<file path="config.mk">
export PLATFORM = sky130hd
export DESIGN_NAME = cmc_ctrl
export DESIGN_NICKNAME = d
export VERILOG_FILES = /design/src/rtl/cmc_pkg.sv /design/src/rtl/cmc_decode.sv /design/src/rtl/cmc_lookup.sv /design/src/rtl/cmc_status.sv /design/src/rtl/cmc_ctrl.sv
export SDC_FILE = /design/constraint.sdc
export NUM_CORES = 1
export LEC_CHECK = 0
export BUFFER_PORTS_ARGS = -buffer_cell sky130_fd_sc_hd__buf_2
export CAP_MARGIN = 20
export CORE_MARGIN = 4
export CORE_UTILIZATION = 50
export CTS_CLUSTER_DIAMETER = 60
export DETAILED_ROUTE_END_ITERATION = 10
export PLACE_DENSITY_LB_ADDON = 0.1
export SYNTH_ARGS = -nofsm -noshare
export SYNTH_HDL_FRONTEND = slang
export SYNTH_SLANG_ARGS = --single-unit
</file>
<file path="constraint.sdc">
create_clock -name clk -period 5.7 [get_ports clk]
set_clock_uncertainty 0.1 [all_clocks]
set_input_delay 1.71 -clock clk [delete_from_list [all_inputs] [get_ports clk]]
set_output_delay 1.71 -clock clk [all_outputs]
set_load 0.02 [all_outputs]
</file>
<file path="src/rtl/cmc_pkg.sv">
package cmc_pkg;

    localparam logic [3:0] CRN_CACHE = 4'd7;
    localparam logic [3:0] CRM_IINV  = 4'd5;
    localparam logic [3:0] CRM_DINV  = 4'd6;
    localparam logic [3:0] CRM_DCLN  = 4'd10;

    localparam logic [2:0] OPC_ALL   = 3'd0;
    localparam logic [2:0] OPC_VA    = 3'd1;
    localparam logic [2:0] OPC_SW    = 3'd2;
    localparam logic [2:0] OPC_STAT  = 3'd6;

    typedef enum logic [2:0] {
        K_NONE,
        K_INV,
        K_CLEAN,
        K_ALL,
        K_STAT
    } cmc_kind_e;

    typedef enum logic [1:0] {
        S_IDLE,
        S_LOOK,
        S_WALK,
        S_WB
    } cmc_state_e;

endpackage

</file>
<file path="src/rtl/cmc_decode.sv">
module cmc_decode
    import cmc_pkg::*;
(
    input  logic [3:0] crn,
    input  logic [3:0] crm,
    input  logic [2:0] op,
    output cmc_kind_e  kind,
    output logic       side,
    output logic       by_va
);

    logic line_op;

    always_comb begin
        line_op = (op == OPC_VA) || (op == OPC_SW);
        kind    = K_NONE;
        side    = 1'b0;
        by_va   = (op == OPC_VA);
        if (crn == CRN_CACHE) begin
            unique case (crm)
                CRM_IINV: begin
                    if (line_op) begin
                        kind = K_INV;
                        side = 1'b1;
                    end
                end
                CRM_DINV: begin
                    if (line_op) kind = K_INV;
                end
                CRM_DCLN: begin
                    if (line_op)              kind = K_CLEAN;
                    else if (op == OPC_ALL)   kind = K_ALL;
                    else if (op == OPC_STAT)  kind = K_STAT;
                end
                default: kind = K_NONE;
            endcase
        end
    end

endmodule

</file>
<file path="src/rtl/cmc_lookup.sv">
module cmc_lookup #(
    parameter int WAY_W = 1,
    parameter int TAG_W = 25
) (
    input  logic [(1<<WAY_W)*TAG_W-1:0] tags,
    input  logic [(1<<WAY_W)-1:0]       valids,
    input  logic [TAG_W-1:0]            tag,
    input  logic                        use_va,
    input  logic [WAY_W-1:0]            way_sel,
    output logic                        hit,
    output logic [WAY_W-1:0]            way
);

    localparam int WAYS = 1 << WAY_W;

    logic [WAYS-1:0] match;

    for (genvar w = 0; w < WAYS; w++) begin : g_cmp
        assign match[w] = valids[w] && (tags[w*TAG_W +: TAG_W] == tag);
    end

    always_comb begin
        hit = 1'b0;
        way = way_sel;
        if (!use_va) begin
            hit = 1'b1;
        end else begin
            for (int w = WAYS - 1; w >= 0; w--) begin
                if (match[w]) begin
                    hit = 1'b1;
                    way = WAY_W'(w);
                end
            end
        end
    end

endmodule

</file>
<file path="src/rtl/cmc_status.sv">
module cmc_status (
    input  logic clk,
    input  logic rst_n,
    input  logic clr,
    input  logic set,
    output logic flag
);

    logic flag_d, flag_q;

    always_comb begin
        flag_d = flag_q;
        if (clr) flag_d = 1'b0;
        if (set) flag_d = 1'b1;
    end

    always_ff @(posedge clk) begin
        if (!rst_n) flag_q <= 1'b0;
        else        flag_q <= flag_d;
    end

    assign flag = flag_q;

    p_sticky_set_r9: assert property (@(posedge clk) disable iff (!rst_n)
        set |=> flag);

    p_start_clears_r9: assert property (@(posedge clk) disable iff (!rst_n)
        (clr && !set) |=> !flag);

endmodule

</file>
<file path="src/rtl/cmc_ctrl.sv">
module cmc_ctrl
    import cmc_pkg::*;
#(
    parameter int ADDR_W = 32,
    parameter int SET_W  = 2,
    parameter int WAY_W  = 1,
    parameter int OFF_W  = 5,
    localparam int WAYS  = 1 << WAY_W,
    localparam int TAG_W = ADDR_W - SET_W - OFF_W
) (
    input  logic                  clk,
    input  logic                  rst_n,
    input  logic                  cmd_valid,
    input  logic [3:0]            cmd_crn,
    input  logic [3:0]            cmd_crm,
    input  logic [2:0]            cmd_op,
    input  logic [ADDR_W-1:0]     cmd_data,
    input  logic [ADDR_W-1:0]     cmd_pc,
    input  logic                  irq,
    input  logic                  snp_wr,
    output logic                  busy,
    output logic                  done,
    output logic                  rd_valid,
    output logic [ADDR_W-1:0]     rd_data,
    output logic                  restart_valid,
    output logic [ADDR_W-1:0]     restart_addr,
    output logic                  ln_side,
    output logic [SET_W-1:0]      ln_set,
    output logic [WAY_W-1:0]      ln_way,
    input  logic [WAYS*TAG_W-1:0] ln_tag,
    input  logic [WAYS-1:0]       ln_valid,
    input  logic [WAYS-1:0]       ln_dirty,
    output logic                  ln_wr,
    output logic                  ln_wr_valid,
    output logic                  ln_wr_dirty,
    output logic                  wb_req,
    input  logic                  wb_ack
);

    localparam int IDX_W = SET_W + WAY_W;

    typedef struct packed {
        cmc_state_e          st;
        cmc_kind_e           kind;
        logic                side;
        logic                by_va;
        logic [SET_W-1:0]    set;
        logic [WAY_W-1:0]    way;
        logic [TAG_W-1:0]    tag;
        logic [ADDR_W-1:0]   pc;
        logic                done;
        logic                rdv;
        logic                rdbit;
        logic                rsv;
        logic [ADDR_W-1:0]   rsa;
    } regs_t;

    regs_t r_d, r_q;

    cmc_kind_e        dec_kind;
    logic             dec_side;
    logic             dec_by_va;
    logic             lk_hit;
    logic [WAY_W-1:0] lk_way;
    logic             stat_flag;
    logic             stat_clr;
    logic [IDX_W-1:0] idx_next;
    logic             idx_last;
    logic             abort;

    cmc_decode i_decode (
        .crn   (cmd_crn),
        .crm   (cmd_crm),
        .op    (cmd_op),
        .kind  (dec_kind),
        .side  (dec_side),
        .by_va (dec_by_va)
    );

    cmc_lookup #(
        .WAY_W (WAY_W),
        .TAG_W (TAG_W)
    ) i_lookup (
        .tags    (ln_tag),
        .valids  (ln_valid),
        .tag     (r_q.tag),
        .use_va  (r_q.by_va),
        .way_sel (r_q.way),
        .hit     (lk_hit),
        .way     (lk_way)
    );

    cmc_status i_status (
        .clk   (clk),
        .rst_n (rst_n),
        .clr   (stat_clr),
        .set   (snp_wr),
        .flag  (stat_flag)
    );

    assign idx_next = {r_q.set, r_q.way} + IDX_W'(1);
    assign idx_last = &{r_q.set, r_q.way};
    assign abort    = (r_q.kind == K_ALL) && irq;

    always_comb begin
        r_d          = r_q;
        r_d.done     = 1'b0;
        r_d.rdv      = 1'b0;
        r_d.rsv      = 1'b0;
        stat_clr     = 1'b0;
        ln_way       = r_q.way;
        ln_wr        = 1'b0;
        ln_wr_valid  = ln_valid[r_q.way];
        ln_wr_dirty  = ln_dirty[r_q.way];
        wb_req       = 1'b0;

        unique case (r_q.st)
            S_IDLE: begin
                if (cmd_valid) begin
                    unique case (dec_kind)
                        K_STAT: begin
                            r_d.rdv   = 1'b1;
                            r_d.done  = 1'b1;
                            r_d.rdbit = stat_flag;
                        end
                        K_INV, K_CLEAN: begin
                            r_d.st    = S_LOOK;
                            r_d.kind  = dec_kind;
                            r_d.side  = dec_side;
                            r_d.by_va = dec_by_va;
                            r_d.set   = cmd_data[OFF_W +: SET_W];
                            r_d.way   = cmd_data[ADDR_W-1 -: WAY_W];
                            r_d.tag   = cmd_data[ADDR_W-1 -: TAG_W];
                            r_d.pc    = cmd_pc;
                        end
                        K_ALL: begin
                            r_d.st    = S_WALK;
                            r_d.kind  = K_ALL;
                            r_d.side  = 1'b0;
                            r_d.by_va = 1'b0;
                            r_d.set   = '0;
                            r_d.way   = '0;
                            r_d.pc    = cmd_pc;
                            stat_clr  = 1'b1;
                        end
                        default: r_d = r_d;
                    endcase
                end
            end

            S_LOOK: begin
                ln_way      = lk_way;
                ln_wr_valid = ln_valid[lk_way];
                ln_wr_dirty = ln_dirty[lk_way];
                if (!lk_hit) begin
                    r_d.st   = S_IDLE;
                    r_d.done = 1'b1;
                end else if (r_q.kind == K_INV) begin
                    ln_wr       = 1'b1;
                    ln_wr_valid = 1'b0;
                    ln_wr_dirty = 1'b0;
                    r_d.st      = S_IDLE;
                    r_d.done    = 1'b1;
                end else if (ln_valid[lk_way] && ln_dirty[lk_way]) begin
                    r_d.way = lk_way;
                    r_d.st  = S_WB;
                end else begin
                    r_d.st   = S_IDLE;
                    r_d.done = 1'b1;
                end
            end

            S_WALK: begin
                if (abort) begin
                    r_d.st  = S_IDLE;
                    r_d.rsv = 1'b1;
                    r_d.rsa = r_q.pc + ADDR_W'(4);
                end else if (ln_valid[r_q.way] && ln_dirty[r_q.way]) begin
                    r_d.st = S_WB;
                end else if (idx_last) begin
                    r_d.st   = S_IDLE;
                    r_d.done = 1'b1;
                end else begin
                    {r_d.set, r_d.way} = idx_next;
                end
            end

            S_WB: begin
                wb_req = 1'b1;
                if (abort) begin
                    r_d.st  = S_IDLE;
                    r_d.rsv = 1'b1;
                    r_d.rsa = r_q.pc + ADDR_W'(4);
                end else if (wb_ack) begin
                    ln_wr       = 1'b1;
                    ln_wr_dirty = 1'b0;
                    if (r_q.kind == K_ALL && !idx_last) begin
                        {r_d.set, r_d.way} = idx_next;
                        r_d.st = S_WALK;
                    end else begin
                        r_d.st   = S_IDLE;
                        r_d.done = 1'b1;
                    end
                end
            end

            default: r_d.st = S_IDLE;
        endcase
    end

    always_ff @(posedge clk) begin
        if (!rst_n) begin
            r_q       <= '0;
            r_q.st    <= S_IDLE;
            r_q.kind  <= K_NONE;
        end else begin
            r_q <= r_d;
        end
    end

    assign busy          = (r_q.st != S_IDLE);
    assign done          = r_q.done;
    assign rd_valid      = r_q.rdv;
    assign rd_data       = {{(ADDR_W-1){1'b0}}, r_q.rdbit};
    assign restart_valid = r_q.rsv;
    assign restart_addr  = r_q.rsa;
    assign ln_side       = r_q.side;
    assign ln_set        = r_q.set;

    p_wb_hold_r5: assert property (@(posedge clk) disable iff (!rst_n)
        (wb_req && !wb_ack && !irq) |=> wb_req);

    p_write_only_busy_r10: assert property (@(posedge clk) disable iff (!rst_n)
        ln_wr |-> busy);

    p_abort_no_done_r7: assert property (@(posedge clk) disable iff (!rst_n)
        restart_valid |-> (!done && !busy));

    p_read_idle_r8: assert property (@(posedge clk) disable iff (!rst_n)
        rd_valid |-> !busy);

    p_wb_side_r6: assert property (@(posedge clk) disable iff (!rst_n)
        wb_req |-> !ln_side);

endmodule

</file>
# ---- After elaboration in Yosys (flattened, before gate mapping)
# Cells that the tools add are included.
dict set report word_totals {
  word_cells 159
  output_inout_bits 76
  regBits 104
  inputBits 135
}
dict set report classes {
  reduce_logical 28
  order_cmp 2
  addsub 2
  bitwise 1
  muxes 81
  n_eq_ne 31
}
# operator n
set op_table {}
lappend op_table {{2-to-1 mux 103 bit} 1}
lappend op_table {{one-hot mux 33 bit (2 select lines)} 1}
lappend op_table {{equality test 25 bit} 2}
lappend op_table {{2-to-1 mux 1 bit} 48}
lappend op_table {{2-to-1 mux 3 bit} 11}
lappend op_table {{2-to-1 mux 33 bit} 1}
lappend op_table {{adder 32 x 3 -> 32 bit, second input constant} 1}
lappend op_table {{2-to-1 mux 32 bit} 1}
lappend op_table {{2-to-1 mux 25 bit} 1}
lappend op_table {{AND reduction 3 bit} 7}
lappend op_table {{!= test 2 bit, second input constant} 10}
lappend op_table {{one-hot mux 10 bit (2 select lines)} 1}
lappend op_table {{2-to-1 mux 2 bit} 9}
lappend op_table {{equality test 3 x 2 -> 1 bit, second input constant} 4}
lappend op_table {{equality test 4 x 3 -> 1 bit, second input constant} 3}
lappend op_table {{AND reduction 11 bit} 1}
lappend op_table {{equality test 3 x 1 -> 1 bit, second input constant} 3}
lappend op_table {{AND reduction 9 bit} 1}
lappend op_table {{one-hot mux 1 bit (4 select lines)} 2}
lappend op_table {{one-hot mux 2 bit (4 select lines)} 1}
lappend op_table {{equality test 3 bit, second input constant} 2}
lappend op_table {{logical AND 1 bit} 6}
lappend op_table {{one-hot mux 2 bit (3 select lines)} 1}
lappend op_table {{one-hot mux 3 bit (2 select lines)} 1}
lappend op_table {{19 further kinds} 26}

# ---- Depth between registers and ports, before layout
# Gate-level depths: netlist of run 1.
dict set report depth {
  ltp_word 12
  depth_mapped 10
  ltp_nobuf 9
}

# ---- By module
# From an unflattened synthesis of run 1, not the netlist that was laid out.
dict set report unflattened {
  hier_cells 713
  area_unflattened_um2 5725.5
}
# module seq_area_each_um2 cells_each n_inst area_per_inst_um2
set by_module_without_submodules {}
lappend by_module_without_submodules {cmc_ctrl 2062.0 623 1 4979.8}
lappend by_module_without_submodules {cmc_lookup 0.0 73 1 590.6}
lappend by_module_without_submodules {cmc_decode 0.0 14 1 113.9}
lappend by_module_without_submodules {cmc_status 20.0 3 1 41.3}

# ---- Worst setup path before layout of run 1
# Ideal clock, no wire load.
dict set report synth_path {
  path_type {input to output}
  startpoint {input ln_tag[40]}
  endpoint {output ln_wr_dirty}
  required_ns 3.890
  n_path_buf 0
  stages 8
  slack_ns 0.490
  arrival_ns 3.400
  path_cell_list {xnor2_1 nand4_1 or4_1 or2_4 a31o_2 inv_1 nor2_1 a32o_1}
}
dict set report synth_between {
  elab_chain_len 10
  elab_cells_between_ends 13
  classes_between {eq/ne: 1; mux: 11; reduce/logical: 1}
}
# element line
set synth_lines {}
lappend synth_lines {{start: declaration} cmc_ctrl.sv:30} ;# input logic [WAYS*TAG_W-1:0] ln_tag,
lappend synth_lines {{equality test 25 bit (*)} cmc_lookup.sv:19} ;# assign match[w] = valids[w] && (tags[w*TAG_W +: TAG_W] == tag);
lappend synth_lines {{logical AND 1 bit (*)} cmc_lookup.sv:19}
lappend synth_lines {{2-to-1 mux 1 bit (2 in a row)} cmc_lookup.sv:29} ;# if (match[w]) begin
lappend synth_lines {{2-to-1 mux 1 bit} cmc_lookup.sv:25} ;# if (!use_va) begin
lappend synth_lines {{2-to-1 mux 1 bit (not written as such) (2 in a row)} cmc_ctrl.sv:154} ;# ln_wr_dirty = ln_dirty[lk_way];
lappend synth_lines {{2-to-1 mux 1 bit} cmc_ctrl.sv:158} ;# end else if (r_q.kind == K_INV) begin
lappend synth_lines {{2-to-1 mux 1 bit (*)} cmc_ctrl.sv:155} ;# if (!lk_hit) begin
lappend synth_lines {{one-hot mux 1 bit (2 select lines) (*)} cmc_ctrl.sv:117} ;# unique case (r_q.st)
lappend synth_lines {{end: declaration} cmc_ctrl.sv:35} ;# output logic ln_wr_dirty,
# Mark *: on every way between the ends. The rest lies on a longest branch, timed or not. The select of a mux whose other input is x is not followed.

# ---- Worst setup path after layout of run 1
dict set report layout_path {
  startpoint {input ln_tag[37]}
  endpoint {output ln_wr_dirty}
}
# The elaborated chain is that of the path after synthesis.

==> metrics.yaml, run 1 <==
critPathArrivalTime_ns: 3.72
ys.flop_type: "dfxtp_1"
grt_pass1_wl_mm: 21.8
cts_tree: "built"
holdCritPathClass: "register to register"
ys_seq_elements: 104
path_max_fanout: 5
routed_wl_mm: 13.8
die_y_um: 114
synth_edf_count: 0
grt_pass1_vias: 4708
hold_slack_ns: 0.352
startpoint_type: "input port"
endpoint_kind: "output port"
cp.required_ns: 3.89
core_area_mm2: 0.0110
setup_viol: 0
period_needed_ns: 5.53
setup_tns_ns: 0
p_leak_nw: 2.65
dpl.hpwl_mm: 10.6
hold_viol: 0
dieArea_mm2: 0.0131
clockBufferDepth: 2
fmax_mhz: 181
status: "finished clean"
worstMarginPinSlew_ns: 0.962
layout_setup_ws_ns: 0.168
synth.area.top_cells: "dfxtp_1, nand2_1, buf_4, xnor2_1, a21oi_1"
drc: 0
layout.nets: 987
wl_per_cell_um: 13.9
vias: 5095
power.density_mw_per_mm2: 235
synth_cell_types: 55
synth_warnings: 0
die_w_um: 114
clk_latency_ns: 0.35
portBuffers: 174
initial_utilization_pct: 51.5
yosys.area.top_type: "dfxtp_1"
ys_seq_area_share_pct: 36.8
finalMaxSlewViolations: 0
ir_worst_vdd_v: 0.000190
first_pass_iters: 4
io_pins: 211
placed_area_mm2: 0.00624
gp_congestion: 0.853
clock_sinks: 104
grt_overflow: 0
synth_cells: 728
worstSetupPathType: "input port to output port"
vias_per_cell: 5.12
numCtsBuffers: 9
drive_gt1_share_pct: 24.4
area_growth_pct: 16.3
dr.first_iter.drc_count: 334
hold_buffers: 0
syn_area_per_cell_um2: 7.78
cts_root_buf: "clkbuf_16"
rows: 38
path_clk_slew_ns: 0.07
cts_max_level: 3
dpl_worst_slack_ns: 0.0664
ant_nets: 0
cap_violations: 0
async_reset_ff_share_pct: 0
grt_usage_pct: 20.7
antenna_found_initial: 0
synth_top_area_share_pct: 36.8
fillCellCount: 1040
antenna-diode-count: 0
stdcell_count: 995
rsz0062_at_grt: "no"
max_slew_margin_pct: 35.9
numPlacedInstances: 978
grt_start_max_net_pins: 62
final_area_mm2: 0.00658
finalCritPeriodShare_pct: 97.0
syn-cell-area_mm2: 0.00566
==> state kept, by name, indices dropped and copies added, names as in the netlist <==
register / flops
done: 1
i_status.flag: 1
ln_set: 2
ln_side: 1
r_q: 64
rd_data: 1
rd_valid: 1
restart_addr: 32
restart_valid: 1
==> power by group <==
| part | switching [W] | total, W | internal (W) |
|---|---|---|---|
| registers | 0.00000658 | 0.000737 | 0.000730 |
| clock network | 0.000272 | 0.000657 | 0.000385 |
| logic | 0.0000871 | 0.000152 | 0.0000648 |
| total | 0.000365 | 0.00155 | 0.00118 |
==> routing by layer <==
layer | global-route usage [%] | vias up | routed length [um]
met5 | 0 | - | 0
met4 | 7.05 | 0 | 242
met3 | 5.34 | 19 | 1050
met2 | 34.0 | 163 | 6600
met1 | 26.3 | 2304 | 5920
li1 | - | 2609 | -
==> kinds of logic after synthesis <==
| logic type | share of synthesized area (%) |
|---|---|
| adders and majority gates | 0.442 |
| and+or+nand+nor | 23.4 |
| DFF | 36.8 |
| AOI/OAI and AO/OA | 15.1 |
| xor gates and xnor gates | 11.9 |
| other | 0.0662 |
| buffers and inverters | 11.7 |
| muxes | 0.575 |
==> layout make-up <==
type	count	area [um^2]	share of cell area, %
multi-input combinational	545	3040	46.1
clock buffer	9	225	3.42
inverter	9	33.8	0.513
timing repair buffer	181	936	14.2
tap	140	175	2.66
clock inverter	7	95.1	1.44
sequential	104	2080	31.6
==> cell usage after synthesis, drive strengths merged, types with 6 or more instances <==
master / n
nand3: 21
nand2: 159
xnor2: 47
nor2: 57
xor2: 30
dfxtp: 104
clkbuf: 29
nor4: 6
and2: 6
inv: 8
o21ai: 9
a211oi: 27
a21oi: 75
buf: 71
nand4: 12
and3: 6
==> path summary, 6_finish.rpt <==
| check | from | end | slack [ns] | cells after the start |
|---|---|---|---|---|
| worst max-delay path | ln_tag[37] | ln_wr_dirty | 0.17 | 10 |
| worst min-delay path | ln_side$_SDFFE_PN0P_ | ln_side$_SDFFE_PN0P_ | 0.35 | 2 |
| worst max register to register | r_q[38]$_SDFFE_PN0P_ | restart_addr[30]$_SDFFE_PN0P_ | 3.00 | 9 |
| worst min register to register | ln_side$_SDFFE_PN0P_ | ln_side$_SDFFE_PN0P_ | 0.35 | 2 |
==> per-stage QoR <==
step / utilization (%) / power (W)
floorplan: - / 0.000854
global placement: 56.8 / 0.000902
detailed placement: 56.8 / 0.000904
CTS: 59.7 / 0.00157
global route: 59.9 / 0.00161
finish: 59.9 / 0.00155
==> timing repair <==
action	in CTS	in global routing
setup buffers	0	0
setup endpoints to repair	0	3
gates resized for setup	0	2
==> critical path: stages <==
cell and delay [ns]:
buf_2 0.10, xnor2_1 0.13, nand4_1 0.13, or4_1 0.56, or2_4 0.30, a31o_2 0.26
inv_1 0.07, nor2_1 0.04, a32o_1 0.25, buf_2 0.15
==> layout by cell type, fill, tap and decap left out, types with 2 or more instances in the layout <==
master and count:
a211oi_1 27, a21o_1 3, a21oi_1 75, a311oi_1 3, a31oi_1 3, and2_1 5
and3_1 6, and4_1 2, buf_2 174, buf_4 6, bufinv_16 2, clkbuf_16 9
clkinv_2 2, conb_1 31, dfxtp_1 104, ha_1 2, inv_1 8, mux2_2 2
nand2_1 159, nand2b_1 3, nand3_1 21, nand3b_1 2, nand4_1 11, nand4b_1 3
nor2_1 57, nor2b_1 3, nor3_1 4, nor4_1 5, o21ai_0 8, or3_1 4
or4_1 3, xnor2_1 47, xor2_1 30
No activity file was read; power rests on OpenSTA's default activity.
==> run 2, diff against run 1 <==
--- a/config.mk
+++ b/config.mk
@@ -8,7 +8,8 @@
 export BUFFER_PORTS_ARGS = -buffer_cell sky130_fd_sc_hd__buf_2
 export CAP_MARGIN = 20
 export CORE_MARGIN = 4
-export CORE_UTILIZATION = 50
+export CORE_UTILIZATION = 51
+export CTS_BUF_LIST = sky130_fd_sc_hd__clkbuf_4 sky130_fd_sc_hd__clkbuf_8
 export CTS_CLUSTER_DIAMETER = 60
 export DETAILED_ROUTE_END_ITERATION = 10
 export PLACE_DENSITY_LB_ADDON = 0.1
==> run 2 against run 1 <==
  * Fmax is essentially flat
  * Critical path depth is the same
  * Critical endpoint unchanged
  * Routed wire length grew 1.7%
  * Final area shrank 2.0%
  * Non-clock buffer count shrank 1
  * Cell count shrank 0.20%
  * Sequential power is essentially flat
  * Critical path type unchanged
  * Sequential share of layout area grew 0.66 points
  * Largest cell class unchanged
==> metrics.yaml, run 2 (synthesis gave the netlist of run 1 again) <==
rows: 38  # unchanged
power.density_mw_per_mm2: 216  # was 235 mW/mm^2
max_slew_margin_pct: 31.2  # was 35.9%
cp_slowest_cell: "or4_1"  # unchanged
routed_wl_mm: 14.0  # was 13.8 mm
gp_congestion: 0.864  # was 0.853
fin_util_pct: 59.5  # was 59.9%
endpoint_kind: "output port"  # unchanged
grt_pass1_vias: 4818  # was 4708
hold_buffers: 0  # unchanged
dieArea_mm2: 0.0129  # was 0.0131 mm^2
cp_num_buf_inv: 3  # unchanged
portBuffers: 174  # unchanged
fillCellCount: 1044  # was 1040
post_cts_buffers: 0  # unchanged
finalMaxSlewViolations: 0  # unchanged
antenna_found_initial: 0  # unchanged
cp.required_ns: 3.89  # about the same
die_y_um: 113  # was 114 um
startpoint_type: "input port"  # unchanged
hold_viol: 0  # unchanged
wl_per_cell_um: 14.1  # was 13.9 um
clk_latency_ns: 0.37  # was 0.35 ns
ant_nets: 0  # unchanged
stdcell_count: 993  # was 995
critPathArrivalTime_ns: 3.72  # about the same
io_pins: 211  # unchanged
drive_gt1_share_pct: 24.2  # was 24.4%
vias: 5079  # was 5095
grt_overflow: 0  # unchanged
ir_worst_vdd_v: 0.000153  # was 0.000190 V
initial_utilization_pct: 52.2  # was 51.5%
layout_setup_ws_ns: 0.167  # was 0.168 ns
final_common_cell: "buf_2"  # unchanged
clock_sinks: 104  # unchanged
hold_slack_ns: 0.347  # was 0.352 ns
clockBufferDepth: 2  # unchanged
cap_violations: 0  # unchanged
setup_tns_ns: 0  # unchanged
area_growth_pct: 13.9  # was 16.3%
crit_family: "simple AND/OR/NAND/NOR gates"  # unchanged
path_clk_slew_ns: 0.11  # was 0.07 ns
worstSetupPathType: "input port to output port"  # unchanged
max_stage_delay_ns: 0.56  # about the same
dr.first_iter.drc_count: 241  # was 334
holdCritPathClass: "register to register"  # unchanged
period_needed_ns: 5.53  # about the same
drc: 0  # unchanged
die_w_um: 113  # was 114 um
grt_pass1_wl_mm: 22.2  # was 21.8 mm
cp_common_cell: "buf_2"  # unchanged
core_area_mm2: 0.0108  # was 0.0110 mm^2
vias_per_cell: 5.11  # was 5.12
cts_max_level: 3  # unchanged
numCtsBuffers: 9  # unchanged
numPlacedInstances: 978  # unchanged
grt_usage_pct: 21.0  # was 20.7%
cts_root_buf: "clkbuf_8"  # was clkbuf_16
path_cells: "buf_2, xnor2_1, nand4_1, or4_1, or2_4, a31o_2, inv_1, nor2_1, a32o_1, buf_2"  # unchanged
final_cell_mix: "buf_2, nand2_1, dfxtp_1"  # unchanged
rsz0062_at_grt: "no"  # unchanged
ctsResizeCount: 0  # unchanged
first_pass_iters: 7  # was 4
worstMarginPinSlew_ns: 1.03  # was 0.962 ns
dpl.hpwl_mm: 10.5  # was 10.6 mm
regMostFlops: "r_q"  # unchanged
cts_tree: "built"  # unchanged
layout.nets: 986  # was 987
p_leak_nw: 2.59  # was 2.65 nW
finalCritPeriodShare_pct: 97.1  # was 97.0%
fmax_mhz: 181  # about the same
status: "finished clean"  # unchanged
path_max_fanout: 5  # unchanged
largest_reg_flops: 64  # unchanged
grt_start_max_net_pins: 64  # was 62
dpl_worst_slack_ns: 0.167  # was 0.0664 ns
setup_viol: 0  # unchanged
antenna-diode-count: 0  # unchanged
## run 2: where the power goes
group	internal [W]	switching, W	leakage [nW]
logic	0.0000643	0.0000865	1.65
clock network	0.000251	0.000252	0.106
registers	0.000730	0.00000671	0.838
## run 2: final cells by class
type,instances,area [um^2],area share [%]
timing repair buffer,180,916,14.2
inverter,9,33.8,0.524
clock inverter,5,81.3,1.26
tap,140,175,2.72
multi-input combinational,545,3030,47.0
clock buffer,10,131,2.04
sequential,104,2080,32.3
## run 2: per-stage QoR
stage	cell area, um^2	power [W]
4_1_cts	6450	0.00140
3_5_place_dp	6240	0.000903
6_report	6450	0.00139
2_1_floorplan	5770	0.000854
3_3_place_gp	6240	0.000901
5_1_grt	6450	0.00144
## run 2: worst reg2reg max path, delay by kind of cell (launching register included)
| family | cells | cell delay, ns |
|---|---|---|
| and+or+nand+nor | 5 | 1.35 |
| DFF | 1 | 0.68 |
| buffers and inverters | 1 | 0.25 |
| AOI/OAI and AO/OA | 1 | 0.18 |
## run 2: worst paths after layout
| path | startpoint | endpoint | slack [ns] | cells past startpoint |
|---|---|---|---|---|
| worst min-delay path | r_q[36]$_SDFFE_PN0P_ | restart_addr[0]$_SDFFE_PN0P_ | 0.35 | 2 |
| worst min register to register | r_q[36]$_SDFFE_PN0P_ | restart_addr[0]$_SDFFE_PN0P_ | 0.35 | 2 |
| worst max register to register | r_q[102]$_SDFFE_PN0P_ | r_q[72]$_SDFFE_PN0P_ | 3.06 | 7 |
| worst max-delay path | ln_tag[37] | ln_wr_dirty | 0.17 | 10 |
## run 2: per-layer routing
| metal | vias up | wire [um] | share of wire, % | global-route usage [%] |
|---|---|---|---|---|
| met5 | - | 0 | 0 | 0 |
| met4 | 0 | 275 | 2.0 | 6.17 |
| met3 | 20 | 971 | 6.9 | 5.13 |
| met2 | 172 | 6710 | 48 | 35.0 |
| met1 | 2286 | 6090 | 43 | 26.9 |
| li1 | 2601 | - | - | - |
